[config.mk]
export PLATFORM = sky130hd
export DESIGN_NAME = cke_reset_seq
export DESIGN_NICKNAME = d
export VERILOG_FILES = /design/src/rtl/crs_pkg.sv /design/src/rtl/crs_timer.sv /design/src/rtl/crs_fsm.sv /design/src/rtl/crs_outdec.sv /design/src/rtl/cke_reset_seq.sv
export SDC_FILE = /design/constraint.sdc
export NUM_CORES = 1
export LEC_CHECK = 0
export ABC_AREA = 1
export BUFFER_PORTS_ARGS = -buffer_cell sky130_fd_sc_hd__buf_2
export CAP_MARGIN = 20
export CORE_AREA = 2 2 39 41
export CTS_BUF_LIST = sky130_fd_sc_hd__clkbuf_4
export DETAILED_ROUTE_END_ITERATION = 10
export DIE_AREA = 0 0 41 43
export GPL_TIMING_DRIVEN = 1
export SLEW_MARGIN = 10
export SYNTH_ARGS = -nofsm -noshare
export SYNTH_HDL_FRONTEND = slang
export SYNTH_SLANG_ARGS = --single-unit
[constraint.sdc]
create_clock -name clk -period 1.4 [get_ports clk]
set_input_delay 0.14 -clock clk [delete_from_list [all_inputs] [get_ports clk]]
set_output_delay 0.14 -clock clk [all_outputs]
set_load 0.005 [all_outputs]
[src/rtl/crs_pkg.sv]
package crs_pkg;

    typedef enum logic [2:0] {
        ST_IDLE,
        ST_CKE_LOW_WAIT,
        ST_CLK_OFF,
        ST_CLK_STABLE_WAIT,
        ST_CKE_HIGH,
        ST_INIT_WAIT,
        ST_READY
    } crs_state_e;

endpackage

[src/rtl/crs_timer.sv]
// Shared down-counter: loaded on state entry, saturates at zero.
module crs_timer #(
    parameter int W = 4
) (
    input  logic         clk,
    input  logic         rst_n,
    input  logic         load,
    input  logic [W-1:0] load_val,
    output logic         expired
);

    logic [W-1:0] cnt;

    always_ff @(posedge clk or negedge rst_n) begin
        if (!rst_n) begin
            cnt <= '0;
        end else if (load) begin
            cnt <= load_val;
        end else if (cnt != '0) begin
            cnt <= cnt - 1'b1;
        end
    end

    assign expired = (cnt == '0);

endmodule

[src/rtl/crs_fsm.sv]
// State register and next-state logic.
module crs_fsm
    import crs_pkg::*;
#(
    parameter int W          = 4,
    parameter int LOW_WAIT   = 4,
    parameter int OFF_CYC    = 3,
    parameter int STABLE_CYC = 6,
    parameter int CKE_MIN    = 3
) (
    input  logic         clk,
    input  logic         rst_n,
    input  logic         rst_req,
    input  logic         init_done,
    input  logic         expired,
    output crs_state_e   state,
    output logic         load,
    output logic [W-1:0] load_val
);

    localparam logic [W-1:0] LD_LOW    = W'(LOW_WAIT - 1);
    localparam logic [W-1:0] LD_OFF    = W'(OFF_CYC - 1);
    localparam logic [W-1:0] LD_STABLE = W'(STABLE_CYC - 1);
    localparam logic [W-1:0] LD_HIGH   = W'(CKE_MIN - 1);
    localparam logic [W-1:0] LD_PULSE  = W'(1);

    crs_state_e state_nxt;

    always_ff @(posedge clk or negedge rst_n) begin
        if (!rst_n) begin
            state <= ST_IDLE;
        end else begin
            state <= state_nxt;
        end
    end

    always_comb begin
        state_nxt = state;
        load      = 1'b0;
        load_val  = '0;
        if (rst_req) begin
            state_nxt = ST_CKE_LOW_WAIT;
            load      = 1'b1;
            load_val  = LD_LOW;
        end else begin
            unique case (state)
                ST_IDLE: begin
                    state_nxt = ST_IDLE;
                end
                ST_CKE_LOW_WAIT: begin
                    if (expired) begin
                        state_nxt = ST_CLK_OFF;
                        load      = 1'b1;
                        load_val  = LD_OFF;
                    end
                end
                ST_CLK_OFF: begin
                    if (expired) begin
                        state_nxt = ST_CLK_STABLE_WAIT;
                        load      = 1'b1;
                        load_val  = LD_STABLE;
                    end
                end
                ST_CLK_STABLE_WAIT: begin
                    if (expired) begin
                        state_nxt = ST_CKE_HIGH;
                        load      = 1'b1;
                        load_val  = LD_HIGH;
                    end
                end
                ST_CKE_HIGH: begin
                    if (expired) begin
                        state_nxt = ST_INIT_WAIT;
                        load      = 1'b1;
                        load_val  = LD_PULSE;
                    end
                end
                ST_INIT_WAIT: begin
                    if (init_done) begin
                        state_nxt = ST_READY;
                    end
                end
                ST_READY: begin
                    state_nxt = ST_READY;
                end
                default: begin
                    state_nxt = ST_IDLE;
                end
            endcase
        end
    end

endmodule

[src/rtl/crs_outdec.sv]
// Output decode from state; a live request overrides CKE, ready and command select.
module crs_outdec
    import crs_pkg::*;
(
    input  crs_state_e state,
    input  logic       rst_req,
    input  logic       expired,
    output logic       cke,
    output logic       mem_clk_en,
    output logic       cmd_force_nop,
    output logic       init_start,
    output logic       ready
);

    logic cke_st;
    logic nop_st;
    logic rdy_st;

    always_comb begin
        cke_st     = 1'b0;
        mem_clk_en = 1'b1;
        nop_st     = 1'b1;
        init_start = 1'b0;
        rdy_st     = 1'b0;
        unique case (state)
            ST_IDLE:            ;
            ST_CKE_LOW_WAIT:    ;
            ST_CLK_OFF:         mem_clk_en = 1'b0;
            ST_CLK_STABLE_WAIT: ;
            ST_CKE_HIGH:        cke_st = 1'b1;
            ST_INIT_WAIT: begin
                cke_st     = 1'b1;
                init_start = !expired;
            end
            ST_READY: begin
                cke_st = 1'b1;
                nop_st = 1'b0;
                rdy_st = 1'b1;
            end
            default:            ;
        endcase
    end

    assign cke           = cke_st & ~rst_req;
    assign ready         = rdy_st & ~rst_req;
    assign cmd_force_nop = nop_st | rst_req;

endmodule

[src/rtl/cke_reset_seq.sv]
module cke_reset_seq
    import crs_pkg::*;
#(
    parameter int LOW_DLY_CYC = 4,
    parameter int CLK_OFF_CYC = 3,
    parameter int STABLE_CYC  = 6,
    parameter int CKE_MIN_CYC = 3
) (
    input  logic clk,
    input  logic rst_n,
    input  logic rst_req,
    input  logic init_done,
    output logic cke,
    output logic mem_clk_en,
    output logic cmd_force_nop,
    output logic init_start,
    output logic ready
);

    localparam int LOW_WAIT = (LOW_DLY_CYC > CKE_MIN_CYC) ? LOW_DLY_CYC : CKE_MIN_CYC;
    localparam int MAX_A    = (LOW_WAIT > CLK_OFF_CYC) ? LOW_WAIT : CLK_OFF_CYC;
    localparam int MAX_B    = (STABLE_CYC > CKE_MIN_CYC) ? STABLE_CYC : CKE_MIN_CYC;
    localparam int MAX_CNT  = (MAX_A > MAX_B) ? MAX_A : MAX_B;
    localparam int CNT_W    = $clog2(MAX_CNT + 2);

    crs_state_e       state;
    logic             load;
    logic [CNT_W-1:0] load_val;
    logic             expired;

    crs_fsm #(
        .W          (CNT_W),
        .LOW_WAIT   (LOW_WAIT),
        .OFF_CYC    (CLK_OFF_CYC),
        .STABLE_CYC (STABLE_CYC),
        .CKE_MIN    (CKE_MIN_CYC)
    ) u_fsm (
        .clk       (clk),
        .rst_n     (rst_n),
        .rst_req   (rst_req),
        .init_done (init_done),
        .expired   (expired),
        .state     (state),
        .load      (load),
        .load_val  (load_val)
    );

    crs_timer #(
        .W (CNT_W)
    ) u_timer (
        .clk      (clk),
        .rst_n    (rst_n),
        .load     (load),
        .load_val (load_val),
        .expired  (expired)
    );

    crs_outdec u_out (
        .state         (state),
        .rst_req       (rst_req),
        .expired       (expired),
        .cke           (cke),
        .mem_clk_en    (mem_clk_en),
        .cmd_force_nop (cmd_force_nop),
        .init_start    (init_start),
        .ready         (ready)
    );

endmodule

==> results of run 1 <==
[area by class of cell]
type / count / area, sq um / share of cell area
inverter: 12 / 45.0 / 0.0682
multi-input combinational: 51 / 313 / 0.473
sequential: 6 / 154 / 0.233
clock buffer: 3 / 22.5 / 0.0341
tap: 16 / 20.0 / 0.0303
timing repair buffer: 16 / 106 / 0.161
[sequential cells by signal (all words and copies together), names as in the netlist]
signal / flops
u_timer.cnt: 3
u_fsm.state: 3
[kinds of logic (layout without fill, tap and decap cells)]
group,Yosys count,count (layout),synth area share
and+or+nand+nor,39,39,0.405
buffers and inverters,13,31,0.110
AOI/OAI and AO/OA,9,9,0.102
DFF,6,6,0.313
adders and majority gates,2,2,0.0522
xor gates and xnor gates,1,1,0.0183
[worst paths after layout]
| kind | start | endpoint | slack [ps] | depth (start not counted) |
|---|---|---|---|---|
| setup / recovery | u_fsm.state[0] | init_start | 70 | 4 |
| hold / removal | rst_req | u_fsm.state[0] | 180 | 3 |
| setup reg to reg | u_timer.cnt[1] | u_timer.cnt[2] | 100 | 7 |
| hold reg to reg | u_timer.cnt[1] | u_timer.cnt[1] | 560 | 2 |
| max in group asynchronous | rst_n | u_fsm.state[1] | 980 | 2 |
| min in group asynchronous | rst_n | u_timer.cnt[2] | 260 | 2 |
[Yosys cell counts]
cell type   n
o211ai_1    1
inv_1       9
nor4_1      1
nand3_1     8
nand2_2     6
o21ai_1     3
dfrtp_1     6
nand2_1    11
o21ai_0     1
a21oi_1     3
ha_1        2
inv_2       3
nand3_2     2
nor2_1      8
nand4_1     3
xor2_1      1
a31oi_1     1
buf_4       1
[worst max-delay path, stage by stage (launching register included)]
cell and delay [ps]:
dfrtp_2 400, inv_2 70, buf_6 120, nor4_4 220, buf_2 140
[power groups by stage]
stage | Combinational (mW) | Sequential [mW] | Clock, mW
2_1_floorplan | 0.185 | 0.224 | 0
3_3_place_gp | 0.206 | 0.246 | 0
3_5_place_dp | 0.205 | 0.246 | 0
4_1_cts | 0.248 | 0.245 | 0.160
5_1_grt | 0.311 | 0.258 | 0.163
6_report | 0.277 | 0.251 | 0.150
[layer usage]
layer | share of wire | routed length (um) | vias up | track usage
met5 | 0 | 0 | - | 0
met4 | 0.0054 | 6 | 0 | 0.0800
met3 | 0.025 | 28 | 2 | 0.0157
met2 | 0.50 | 553 | 8 | 0.213
met1 | 0.47 | 522 | 238 | 0.189
li1 | - | - | 267 | -
[timing repair]
item | CTS | global route
hold buffers | 1 | 0
gates resized for setup | 7 | 7
endpoints found under the hold margin | 6 | 0
pin swaps | 3 | 1
endpoints found under the setup margin | 1 | 7
buffers inserted | 4 | 3
==> reports/qor.txt, run 1 <==
Tightest Pin Transition: 237 ps
Synth Register Bits: 6
Initial drt markers: 12
Cts bufs inserted: 3
CTS Buffer Depth: 2
Total GRT Usage: 0.142
Final std cells w/o fill: 104
Skew-Pair Late Insertion Delay: 240 ps
Startpoint types: flip-flop
Run status: finished clean
Setup slack after layout: 71.4 ps
Post-DP HPWL: 769 um
Antenna violations before repair: 0
Fmax: 753 MHz
Syn Nets: 76
Hold Crit Class: in -> reg
Synth Area per Inst: 6.85 sq um
Maximum vdd drop: 0.000422 V
Post-Syn Area: 479 sq um
# IOs: 9
Tmin final: 1330 ps
Post-route cell area: 661 sq um
P&R area growth vs syn: 37.9%
Most common cell after layout, fill and taps aside: nand2_1
LEAKAGE: 0.339 nW
Pin count of the biggest net entering global routing: 10
IO buf count: 8
Ys Warns: 0
TritonRoute pass-1 iters: 4
Die Area: 1760 sq um
Overall Power: 0.678 mW
DP Cell Count: 93
NetSw: 0.258 mW
Combinational power share: 0.408
Cell Area, Placed: 532 sq um
PD cells: 1030 nW/um^2
Die Width: 41 um
Layout Utilization: 0.477
Layout Skew: 2.63 ps
Commonest non-fill, non-tap cells in the layout: nand2_1, nand3_1, buf_2
Max cap viols: 0
Crit end category: output pin
Fin Setup TNS: 0 ps
Final max-slew violation count: 0
Min Hold Slack: 181 ps
Detailed Route WL: 1110 um
Clock-pin slew on the worst setup and hold paths: 40 ps
Overflow after GRT: 0
Pre-CTS setup slack: 76.6 ps
Arr. time, crit path: 1190 ps
Worst Path Max Fanout: 5
Slew HR: 0.842
Via-per-instance ratio: 4.95
Sequential power share: 0.371
Net Sw Frac: 0.381
Netlist cell types: 18
First-pass GRT wire length: 1730 um
Starting density of the core: 0.346
CTS tree: done
Layout cells sized above 1: 0.455
Clk sinks: 6
Vias: 515
RSZ-0062 raised after global routing: yes
Register area share after synthesis: 0.313
Clock power frac: 0.221
Number of global-route vias before repair: 426
Die Ht: 43 um
Core area: 1380 sq um
Antenna-violating nets left: 0
Final Setup Violations: 0
Number of diodes: 0
Final-report hold violation count: 0
Synth area leader: dfrtp_1
Fin crit share: 0.949
Critical Path RT: 1260 ps
Final RePlAce weighted congestion: 0.690
P_int: 0.420 mW
Wire length per cell: 10.7 um
Instance count of the mapped netlist: 70
# nets final: 96
Row count: 14
Area contributors post-synth: dfrtp_1, nand2_1, nand3_1
Fillers: 144
Crit Path Category: reg -> out
H-tree depth: 1
CTS Root Buffer Type: clkbuf_4
Post-synth top area share: 0.313
DRC violations left: 0
No activity file was read; power rests on OpenSTA's default activity.
==> run 2, diff against run 1 <==
- CORE_AREA: 2 2 39 41 -> 8 8 45 47
- DIE_AREA: 0 0 41 43 -> 0 0 53 55
==> run 2 against run 1 <==
  * Global-route usage decreased by 5.3 points
  * Setup slack better by 1.0 ps
  * Non-clock buffer count decreased by 1
  * Die area grew 65%
  * Combinational power about the same
  * Routed wire length is 5.5% higher
  * Via count fell by 2.9%
  * Critical endpoint unchanged
  * Highest routed layer unchanged
==> reports/qor.txt, run 2 (synthesis results as in run 1) <==
First-pass GRT wire length: 1910 um
Detailed Route WL: 1170 um
Final RePlAce weighted congestion: 0.847
FF-to-FF setup slack: 90 ps
Final max-slew violation count: 0
Setup slack after layout: 72.4 ps
Most common cell after layout, fill and taps aside: nand2_1
Crit end category: output pin
Combinational power share: 0.410
Startpoint types: flip-flop
Vias: 500
Arr. time, crit path: 1190 ps
CTS Buffer Depth: 2
Critical path origin: u_timer.cnt[1]
Row count: 14
IO buf count: 8
Layout cells sized above 1: 0.460
Run status: finished clean
Tmin final: 1330 ps
Crit-path cells: inv_1, ha_4, nand2_4, inv_4, nor4_2, buf_2
Worst path bufs/invs: 3
P_int: 0.418 mW
NetSw: 0.261 mW
Die Width: 53 um
Skew-Pair Late Insertion Delay: 240 ps
Final Setup Violations: 0
Number of global-route vias before repair: 472
Max Used Layer: met4
CTS Root Buffer Type: clkbuf_4
Slew HR: 0.814
WL met1: 530 um
Net Sw Frac: 0.385
Slowest stage delay, CP: 330 ps
LEAKAGE: 0.342 nW
Post-DP HPWL: 825 um
Fmax: 753 MHz
Antenna violations before repair: 0
Overflow after GRT: 0
Commonest non-fill, non-tap cells in the layout: nand2_1, nand3_1, buf_2
Total GRT Usage: 0.0884
Clock-pin slew on the worst setup and hold paths: 40 ps
Die Ht: 55 um
Met3 WL: 58 um
Wire length per cell: 11.4 um
Met2 WL: 571 um
Hold Crit Start: rst_req
Core area: 1380 sq um
RSZ-0062 raised after global routing: yes
Sequential power share: 0.370
Clk sinks: 6
P&R area growth vs syn: 38.9%
TritonRoute pass-1 iters: 4
Number of diodes: 0
Via-per-instance ratio: 4.85
Fin crit share: 0.948
Top cell family by delay on the critical path: flip-flops
Initial drt markers: 6
DRC violations left: 0
Final-report hold violation count: 0
Starting density of the core: 0.346
Max stage delay cell, worst path: dfrtp_1
Worst reg2reg path startpoint: u_timer.cnt[1]
Largest regs: u_fsm.state: 3 flops, u_timer.cnt: 3 flops
# nets final: 95
Hold Crit Class: in -> reg
Max cap viols: 0
Worst Path Max Fanout: 4
Maximum vdd drop: 0.000442 V
Layout Utilization: 0.481
Tightest Pin Transition: 278 ps
Critical Path RT: 1260 ps
Cts bufs inserted: 3
H-tree depth: 1
Die Area: 2920 sq um
Pin count of the biggest net entering global routing: 10
Pre-CTS setup slack: 102 ps
Layout Skew: 1.93 ps
PD cells: 1020 nW/um^2
# IOs: 9
Crit Path Category: reg -> out
CTS tree: done
Antenna-violating nets left: 0
Clock power frac: 0.220
[run 2: worst paths after layout]
path	end	depth (start not counted)
hold reg to reg	u_timer.cnt[1]	2
hold / removal	u_fsm.state[0]	3
setup reg to reg	u_timer.cnt[1]	8
max in group asynchronous	u_fsm.state[1]	2
setup / recovery	init_start	6
min in group asynchronous	u_timer.cnt[2]	2
[run 2: worst min-delay path: cells and delay by family]
kind                   cells  cell delay [ps]
buffers and inverters      1              130
and+or+nand+nor            1               60
AOI/OAI and AO/OA          1               60
[run 2: layer usage]
metal,global-route usage,vias to the layer above
met3,0.0160,2
met1,0.102,223
met5,0,-
met2,0.145,8
li1,-,267
met4,0.0647,0
[run 2: stage by stage]
stage / instances / total power, mW / hold slack [ps] / instance area (sq um) / setup TNS, ps
5_1_grt: 103 / 0.747 / 229 / 666 / -26.7
2_1_floorplan: 70 / 0.409 / -156 / 479 / 0
4_1_cts: 99 / 0.626 / 157 / 582 / 0
6_report: 103 / 0.679 / 201 / 666 / 0
3_3_place_gp: 93 / 0.451 / -37.6 / 532 / 0
3_5_place_dp: 93 / 0.451 / -32.7 / 532 / 0
[run 2: power by group through the flow]
| stage | combinational, mW | clock (mW) | sequential (mW) |
|---|---|---|---|
| 5_1_grt | 0.321 | 0.167 | 0.259 |
| 6_report | 0.278 | 0.150 | 0.251 |
| 4_1_cts | 0.224 | 0.161 | 0.241 |
| 3_5_place_dp | 0.206 | 0 | 0.245 |
| 2_1_floorplan | 0.185 | 0 | 0.224 |
| 3_3_place_gp | 0.206 | 0 | 0.245 |
[run 2: cell type report]
cell class | instances | area (sq um)
clock buffer | 3 | 22.5
fill | 157 | 718
inverter | 12 | 50.0
multi-input combinational | 51 | 324
sequential | 6 | 154
tap | 16 | 20.0
timing repair buffer | 15 | 95.1
[run 2: timing repair]
action | in CTS | in global routing
pin swaps | 1 | 4
resized for setup | 2 | 16
hold buffers | 1 | 0
setup endpoints to repair | 1 | 7
hold endpoints to repair | 6 | 0
buffers inserted | 2 | 4
